### config.mk
export PLATFORM = sky130hd
export DESIGN_NAME = attr_port
export DESIGN_NICKNAME = d
export VERILOG_FILES = /design/src/rtl/attr_pkg.sv /design/src/rtl/attr_flip_ctrl.sv /design/src/rtl/attr_reg_file.sv /design/src/rtl/attr_pix_mux.sv /design/src/rtl/attr_port.sv
export SDC_FILE = /design/constraint.sdc
export NUM_CORES = 1
export LEC_CHECK = 0
export ABC_AREA = 0
export BUFFER_PORTS_ARGS = -buffer_cell sky130_fd_sc_hd__buf_2
export CORE_UTILIZATION = 45
export DETAILED_ROUTE_END_ITERATION = 8
export HOLD_SLACK_MARGIN = 0.03
export SLEW_MARGIN = 20
export SYNTH_ARGS = -nofsm -noshare
export SYNTH_HDL_FRONTEND = slang
export SYNTH_SLANG_ARGS = --single-unit
### constraint.sdc
create_clock -name clk_i -period 7.2 [get_ports clk_i]
set_input_delay 1.44 -clock clk_i [delete_from_list [all_inputs] [get_ports clk_i]]
set_output_delay 1.44 -clock clk_i [all_outputs]
set_load 0.1 [all_outputs]
### src/rtl/attr_pkg.sv
package attr_pkg;
  localparam int DW    = 8;
  localparam int IDX_W = 5;
  localparam int PAL_N = 16;
  localparam int PAL_W = 6;
  localparam int CTL_W = 4;

  localparam logic [IDX_W-1:0] IX_MODE  = 5'h10;
  localparam logic [IDX_W-1:0] IX_OVSC  = 5'h11;
  localparam logic [IDX_W-1:0] IX_PLANE = 5'h12;
  localparam logic [IDX_W-1:0] IX_PAN   = 5'h13;
  localparam logic [IDX_W-1:0] IX_CSEL  = 5'h14;

  localparam logic [DW-1:0]    RST_MODE  = 8'h0C;
  localparam logic [DW-1:0]    RST_OVSC  = 8'h00;
  localparam logic [CTL_W-1:0] RST_PLANE = 4'hF;
  localparam logic [CTL_W-1:0] RST_PAN   = 4'h0;
  localparam logic [CTL_W-1:0] RST_CSEL  = 4'h0;

  localparam int VEN_BIT = 5;

  typedef enum logic {ST_INDEX = 1'b0, ST_DATA = 1'b1} flip_e;
endpackage

### src/rtl/attr_flip_ctrl.sv
module attr_flip_ctrl
  import attr_pkg::*;
(
  input  logic             clk_i,
  input  logic             rst_ni,
  input  logic             wr_en_i,
  input  logic [DW-1:0]    wr_data_i,
  input  logic             stat_rd_i,
  output flip_e            flip_o,
  output logic [IDX_W-1:0] idx_o,
  output logic             video_en_o,
  output logic             data_we_o
);
  flip_e state_q, state_eff;

  // status read takes effect before a concurrent write
  assign state_eff = stat_rd_i ? ST_INDEX : state_q;
  assign data_we_o = wr_en_i && (state_eff == ST_DATA);
  assign flip_o    = state_q;

  always_ff @(posedge clk_i or negedge rst_ni) begin
    if (!rst_ni) begin
      state_q    <= ST_INDEX;
      idx_o      <= '0;
      video_en_o <= 1'b0;
    end else if (wr_en_i) begin
      if (state_eff == ST_INDEX) begin
        idx_o      <= wr_data_i[IDX_W-1:0];
        video_en_o <= wr_data_i[VEN_BIT];
        state_q    <= ST_DATA;
      end else begin
        state_q    <= ST_INDEX;
      end
    end else if (stat_rd_i) begin
      state_q <= ST_INDEX;
    end
  end

  AST_STAT_CLEARS: assert property (@(posedge clk_i) disable iff (!rst_ni)
    stat_rd_i && !wr_en_i |=> flip_o == ST_INDEX);
  AST_STAT_WR_INDEX: assert property (@(posedge clk_i) disable iff (!rst_ni)
    stat_rd_i && wr_en_i |=> flip_o == ST_DATA);
  AST_IDX_TO_DATA: assert property (@(posedge clk_i) disable iff (!rst_ni)
    wr_en_i && !stat_rd_i && flip_o == ST_INDEX |=> flip_o == ST_DATA);
  AST_DATA_TO_IDX: assert property (@(posedge clk_i) disable iff (!rst_ni)
    wr_en_i && !stat_rd_i && flip_o == ST_DATA |=> flip_o == ST_INDEX);
  AST_DATA_KEEPS_VEN: assert property (@(posedge clk_i) disable iff (!rst_ni)
    data_we_o |=> $stable(video_en_o) && $stable(idx_o));
  AST_IDLE_HOLDS: assert property (@(posedge clk_i) disable iff (!rst_ni)
    !wr_en_i && !stat_rd_i |=> $stable(flip_o));
endmodule

### src/rtl/attr_reg_file.sv
module attr_reg_file
  import attr_pkg::*;
#(
  parameter int N_PAL = PAL_N,
  parameter int W_PAL = PAL_W,
  localparam int PSEL_W = $clog2(N_PAL)
)(
  input  logic              clk_i,
  input  logic              rst_ni,
  input  logic              we_i,
  input  logic [IDX_W-1:0]  idx_i,
  input  logic [DW-1:0]     wdata_i,
  input  logic              pal_lock_i,
  input  logic              rd_en_i,
  output logic [DW-1:0]     rd_data_o,
  input  logic [PSEL_W-1:0] pix_idx_i,
  output logic [W_PAL-1:0]  pal_pix_o,
  output logic [DW-1:0]     mode_o,
  output logic [DW-1:0]     overscan_o,
  output logic [CTL_W-1:0]  plane_en_o,
  output logic [CTL_W-1:0]  pel_pan_o,
  output logic [CTL_W-1:0]  color_sel_o
);
  logic [W_PAL-1:0]       pal_q [N_PAL];
  logic [N_PAL*W_PAL-1:0] pal_flat;
  logic                   is_pal;
  logic                   is_undef;
  logic [DW-1:0]          rd_mux;

  assign is_pal   = (32'(idx_i) < N_PAL);
  assign is_undef = (idx_i > IX_CSEL);

  for (genvar i = 0; i < N_PAL; i++) begin : g_pal
    always_ff @(posedge clk_i or negedge rst_ni) begin
      if (!rst_ni)
        pal_q[i] <= W_PAL'(i);
      else if (we_i && !pal_lock_i && 32'(idx_i) == i)
        pal_q[i] <= wdata_i[W_PAL-1:0];
    end
    assign pal_flat[i*W_PAL +: W_PAL] = pal_q[i];
  end

  always_ff @(posedge clk_i or negedge rst_ni) begin
    if (!rst_ni) begin
      mode_o      <= RST_MODE;
      overscan_o  <= RST_OVSC;
      plane_en_o  <= RST_PLANE;
      pel_pan_o   <= RST_PAN;
      color_sel_o <= RST_CSEL;
    end else if (we_i) begin
      unique case (idx_i)
        IX_MODE:  mode_o      <= wdata_i;
        IX_OVSC:  overscan_o  <= wdata_i;
        IX_PLANE: plane_en_o  <= wdata_i[CTL_W-1:0];
        IX_PAN:   pel_pan_o   <= wdata_i[CTL_W-1:0];
        IX_CSEL:  color_sel_o <= wdata_i[CTL_W-1:0];
        default:  ;
      endcase
    end
  end

  always_comb begin
    rd_mux = '0;
    if (is_pal) begin
      rd_mux = DW'(pal_q[idx_i[PSEL_W-1:0]]);
    end else begin
      unique case (idx_i)
        IX_MODE:  rd_mux = mode_o;
        IX_OVSC:  rd_mux = overscan_o;
        IX_PLANE: rd_mux = DW'(plane_en_o);
        IX_PAN:   rd_mux = DW'(pel_pan_o);
        IX_CSEL:  rd_mux = DW'(color_sel_o);
        default:  rd_mux = '0;
      endcase
    end
  end

  always_ff @(posedge clk_i or negedge rst_ni) begin
    if (!rst_ni)      rd_data_o <= '0;
    else if (rd_en_i) rd_data_o <= rd_mux;
  end

  assign pal_pix_o = pal_q[pix_idx_i];

  AST_PAL_LOCK: assert property (@(posedge clk_i) disable iff (!rst_ni)
    we_i && pal_lock_i |=> $stable(pal_flat));
  AST_UNDEF_WR: assert property (@(posedge clk_i) disable iff (!rst_ni)
    we_i && is_undef |=> $stable({pal_flat, mode_o, overscan_o, plane_en_o, pel_pan_o, color_sel_o}));
  AST_UNDEF_RD: assert property (@(posedge clk_i) disable iff (!rst_ni)
    rd_en_i && is_undef |=> rd_data_o == '0);
  AST_RD_HOLD: assert property (@(posedge clk_i) disable iff (!rst_ni)
    !rd_en_i |=> $stable(rd_data_o));
  AST_CTL_ONLY_ON_WR: assert property (@(posedge clk_i) disable iff (!rst_ni)
    !we_i |=> $stable({mode_o, overscan_o, plane_en_o, pel_pan_o, color_sel_o}));
endmodule

### src/rtl/attr_pix_mux.sv
module attr_pix_mux
  import attr_pkg::*;
#(
  parameter int W_PAL = PAL_W
)(
  input  logic             video_en_i,
  input  logic [W_PAL-1:0] pal_val_i,
  input  logic [DW-1:0]    overscan_i,
  output logic [DW-1:0]    pix_o
);
  always_comb begin
    if (video_en_i) pix_o = DW'(pal_val_i);
    else            pix_o = overscan_i;
  end

  always_comb begin
    if (video_en_i) AST_PIX_HI_ZERO: assert (pix_o[DW-1:W_PAL] == '0);
  end
endmodule

### src/rtl/attr_port.sv
module attr_port
  import attr_pkg::*;
(
  input  logic        clk_i,
  input  logic        rst_ni,
  input  logic        wr_en_i,
  input  logic [7:0]  wr_data_i,
  input  logic        stat_rd_i,
  input  logic        data_rd_i,
  output logic [7:0]  rd_data_o,
  output logic        flip_o,
  output logic        video_en_o,
  input  logic [3:0]  pix_idx_i,
  output logic [7:0]  pix_o,
  output logic [7:0]  mode_o,
  output logic [7:0]  overscan_o,
  output logic [3:0]  plane_en_o,
  output logic [3:0]  pel_pan_o,
  output logic [3:0]  color_sel_o
);
  flip_e            flip_st;
  logic [IDX_W-1:0] idx_q;
  logic             data_we;
  logic [PAL_W-1:0] pal_val;

  attr_flip_ctrl u_flip (
    .clk_i      (clk_i),
    .rst_ni     (rst_ni),
    .wr_en_i    (wr_en_i),
    .wr_data_i  (wr_data_i),
    .stat_rd_i  (stat_rd_i),
    .flip_o     (flip_st),
    .idx_o      (idx_q),
    .video_en_o (video_en_o),
    .data_we_o  (data_we)
  );

  attr_reg_file #(.N_PAL(PAL_N), .W_PAL(PAL_W)) u_regs (
    .clk_i       (clk_i),
    .rst_ni      (rst_ni),
    .we_i        (data_we),
    .idx_i       (idx_q),
    .wdata_i     (wr_data_i),
    .pal_lock_i  (video_en_o),
    .rd_en_i     (data_rd_i),
    .rd_data_o   (rd_data_o),
    .pix_idx_i   (pix_idx_i),
    .pal_pix_o   (pal_val),
    .mode_o      (mode_o),
    .overscan_o  (overscan_o),
    .plane_en_o  (plane_en_o),
    .pel_pan_o   (pel_pan_o),
    .color_sel_o (color_sel_o)
  );

  attr_pix_mux #(.W_PAL(PAL_W)) u_pix (
    .video_en_i (video_en_o),
    .pal_val_i  (pal_val),
    .overscan_i (overscan_o),
    .pix_o      (pix_o)
  );

  assign flip_o = (flip_st == ST_DATA);

  AST_RD_KEEPS_FLIP: assert property (@(posedge clk_i) disable iff (!rst_ni)
    data_rd_i && !wr_en_i && !stat_rd_i |=> $stable(flip_o));
  AST_VEN_FROM_INDEX: assert property (@(posedge clk_i) disable iff (!rst_ni)
    wr_en_i && (stat_rd_i || !flip_o) |=> video_en_o == $past(wr_data_i[VEN_BIT]));
endmodule

==> results.md <==
* P_leak at 3.79 nW
* Resized Gates After CTS at 0
* Final setup viols at 0
* Syn nets at 531
* CP arrival at 3.73 ns
* Worst flop-to-flop path startpoint: u_flip.idx_o[4]$_DFFE_PN0P_
* Fin util at 53.9%
* TritonCTS clock tree: yes
* Initial antenna violation count at 0
* Placed Cells at 750
* Worst Slack Setup Final at 2.03 ns
* Pre-CTS setup slack at 2.04 ns
* Mapped Area at 7200 um^2
* Fin crit share at 71.8%
* Routability cong. at 0.816
* Setup bufs post-CTS at 0
* Largest net degree at the start of global routing at 75
* Highest routed layer: met4
* Number of synthesized flops with an enable pin at 0
* Async SR Flop Fraction at 100%
* Post-CTS Hold Buffers at 0
* CTS buffer count at 17
* Final hold violation count at 0
* Vias per cell at 6.05
* Clock Sinks at 139
* Proportion of layout cells with a drive suffix above 1 at 55.9%
* Max VDD drop at 0.188 mV
* Fmax at 193 MHz
* CTS Buffer Depth at 2
* Die Y at 129 um
* Vias at 4730
* Clk Latency, worst-skew pair at 0.42 ns
* Yosys warns at 0
* Most frequent cells in the layout: mux2_2, dfrtp_1, buf_2
* First-pass GRT wire length at 30000 um
* Congestion Overflow GR at 0
* Status: finished clean
* Yosys reg bits at 139
* Total Routed Length at 19300 um
* Standard-cell rows at 45
* WL met3 at 1320 um
* Headroom to the max-slew limit at 36.3%
* Post-route setup TNS at 0 ns
* Clock transition at the registers of the reported paths at 0.06 ns
* Synth Instances at 512
* Finished Layout Cells at 782
* Worst slew pin tran at 0.955 ns
* Antenna Nets Post-Route at 0
* Post-Syn Area per Cell at 14.1 um^2
* Starting density of the core at 46.7%
* Total GRT Usage at 25.3%
* Worst EP required at 5.76 ns
* Max FO, Critical Path at 24
* DR pass1 iterations at 4
* Skew final at 0.00809 ns
* Crit Path Category: input pin to primary output
* Worst Setup End Kind: primary output
* Core Box Area at 15400 um^2
* Hold crit path type: flip-flop to flip-flop
* Slowest-stage cell, CP: buf_2
* Ports at 63
* Pins Over Slew Limit at 0
* Crit path launch: pix_idx_i[1]
* Number of global-route vias before repair at 5006
* Most used cell, CP: buf_2
* Worst hold start: u_regs.rd_data_o[7]$_DFFE_PN0P_
* CP peak stage delay at 0.68 ns
* Post-DP HPWL at 12600 um
* Commonest non-fill, non-tap cell in the layout: mux2_2
* Met2 routed WL at 9030 um
* Setup crit start kind: input pin
* PwrDens at 339 nW/um^2
* Crit path cell chain: buf_2 > mux4_2 > mux2_2 > o22ai_1 > a21oi_1 > buf_2
* Die area at 16500 um^2
* Minimum clock period after layout at 5.17 ns
* Clock root buffer master: clkbuf_16
* Post-layout net count at 577
* Hold slack at 0.493 ns
* Max_cap viols at 0
* Layout area overhead at 15.5%
* Most common flop cell mapped by yosys: dfrtp_1
* Sequential cell area fraction in the yosys report at 48.9%
* Wl on met1 at 8570 um
* DRC viols at 0
* Port bufs at 62
* WL/cell at 24.6 um
* Inserted Diodes at 0
* Count of cell types in the netlist at 43
* Die W at 129 um
* Clock H-tree levels at 4
* RSZ-0062 raised after global routing: false
* Initial DRC count at 290
-- Yosys cell counts, types with 3 or more instances --
cell type	number	area share, %
a21oi_1	6	0.42
a22oi_1	10	1.0
a32o_1	3	0.42
buf_1	8	0.42
buf_2	11	0.76
clkbuf_1	18	0.94
dfrtp_1	101	35
dfstp_2	38	14
inv_1	7	0.36
mux2_2	136	21
mux2i_1	24	3.3
mux4_2	41	13
nand2_1	25	1.3
nand2b_1	4	0.35
nand3_1	7	0.49
nand3b_1	3	0.31
nand4_1	4	0.35
nor2_1	10	0.52
nor2b_1	7	0.61
o2111ai_1	3	0.36
o22ai_1	12	1.0
-- worst max-delay path, delay by kind of cell --
family	cells	cell delay, ns
compound gates	2	0.36
buf+inv	2	1.04
mux	2	0.87
-- cells by family after synthesis --
logic type / count (synthesis) / synth area share [%]
mux: 201 / 37.4
flops: 139 / 48.9
simple gates: 74 / 5.57
compound gates: 50 / 5.04
buf+inv: 46 / 2.69
fa+ha+maj: 2 / 0.347
-- registers in the layout, summed over array words and instances (netlist names), 4 cells and up --
| name | count |
|---|---|
| u_flip.idx_o | 5 |
| u_regs.mode_o | 8 |
| u_regs.plane_en_o | 4 |
| u_regs.color_sel_o | 4 |
| u_regs.overscan_o | 8 |
| u_regs.pal_flat | 96 |
| u_regs.pel_pan_o | 4 |
| u_regs.rd_data_o | 8 |
-- stage by stage --
stage	cell area, um^2	power, mW
floorplan	7200	1.67
global placement	7650	1.83
detailed placement	7650	1.85
CTS	8320	2.83
global route	8320	2.93
finish	8320	2.82
-- path summary, 6_finish.rpt --
kind | slack, ns | depth (start not counted) | endpoint
setup / recovery | 2.03 | 6 | pix_o[2]
hold / removal | 0.49 | 1 | u_regs.rd_data_o[7]$_DFFE_PN0P_
setup reg to reg | 4.37 | 4 | u_regs.overscan_o[5]$_DFFE_PN0P_
hold reg to reg | 0.49 | 1 | u_regs.rd_data_o[7]$_DFFE_PN0P_
max in group asynchronous | 4.81 | 2 | u_regs.pal_flat[60]$_DFFE_PN0P_
min in group asynchronous | 1.01 | 1 | u_regs.pel_pan_o[3]$_DFFE_PN0P_
-- power by group --
group / internal, mW / total, mW / switching, mW / leakage [nW]
Sequential: 0.918 / 1.03 / 0.112 / 1.76
Combinational: 0.239 / 0.804 / 0.565 / 1.70
Clock: 0.650 / 0.985 / 0.335 / 0.325
Total: 1.81 / 2.82 / 1.01 / 3.79
-- cell type report --
cell class	count	area, um^2
Tap cell	211	264
Clock buffer	21	480
Fill cell	1314	7110
Multi-Input combinational cell	327	3480
Sequential cell	139	3530
Inverter	7	26.3
Clock inverter	11	189
Timing Repair Buffer	66	347
-- metal layers --
| layer | vias to the layer above | track usage (%) |
|---|---|---|
| met5 | - | 0 |
| met4 | 0 | 9.13 |
| met3 | 30 | 7.19 |
| met2 | 169 | 39.3 |
| met1 | 2486 | 33.9 |
| li1 | 2045 | - |
(Power assumes the default switching activity.)
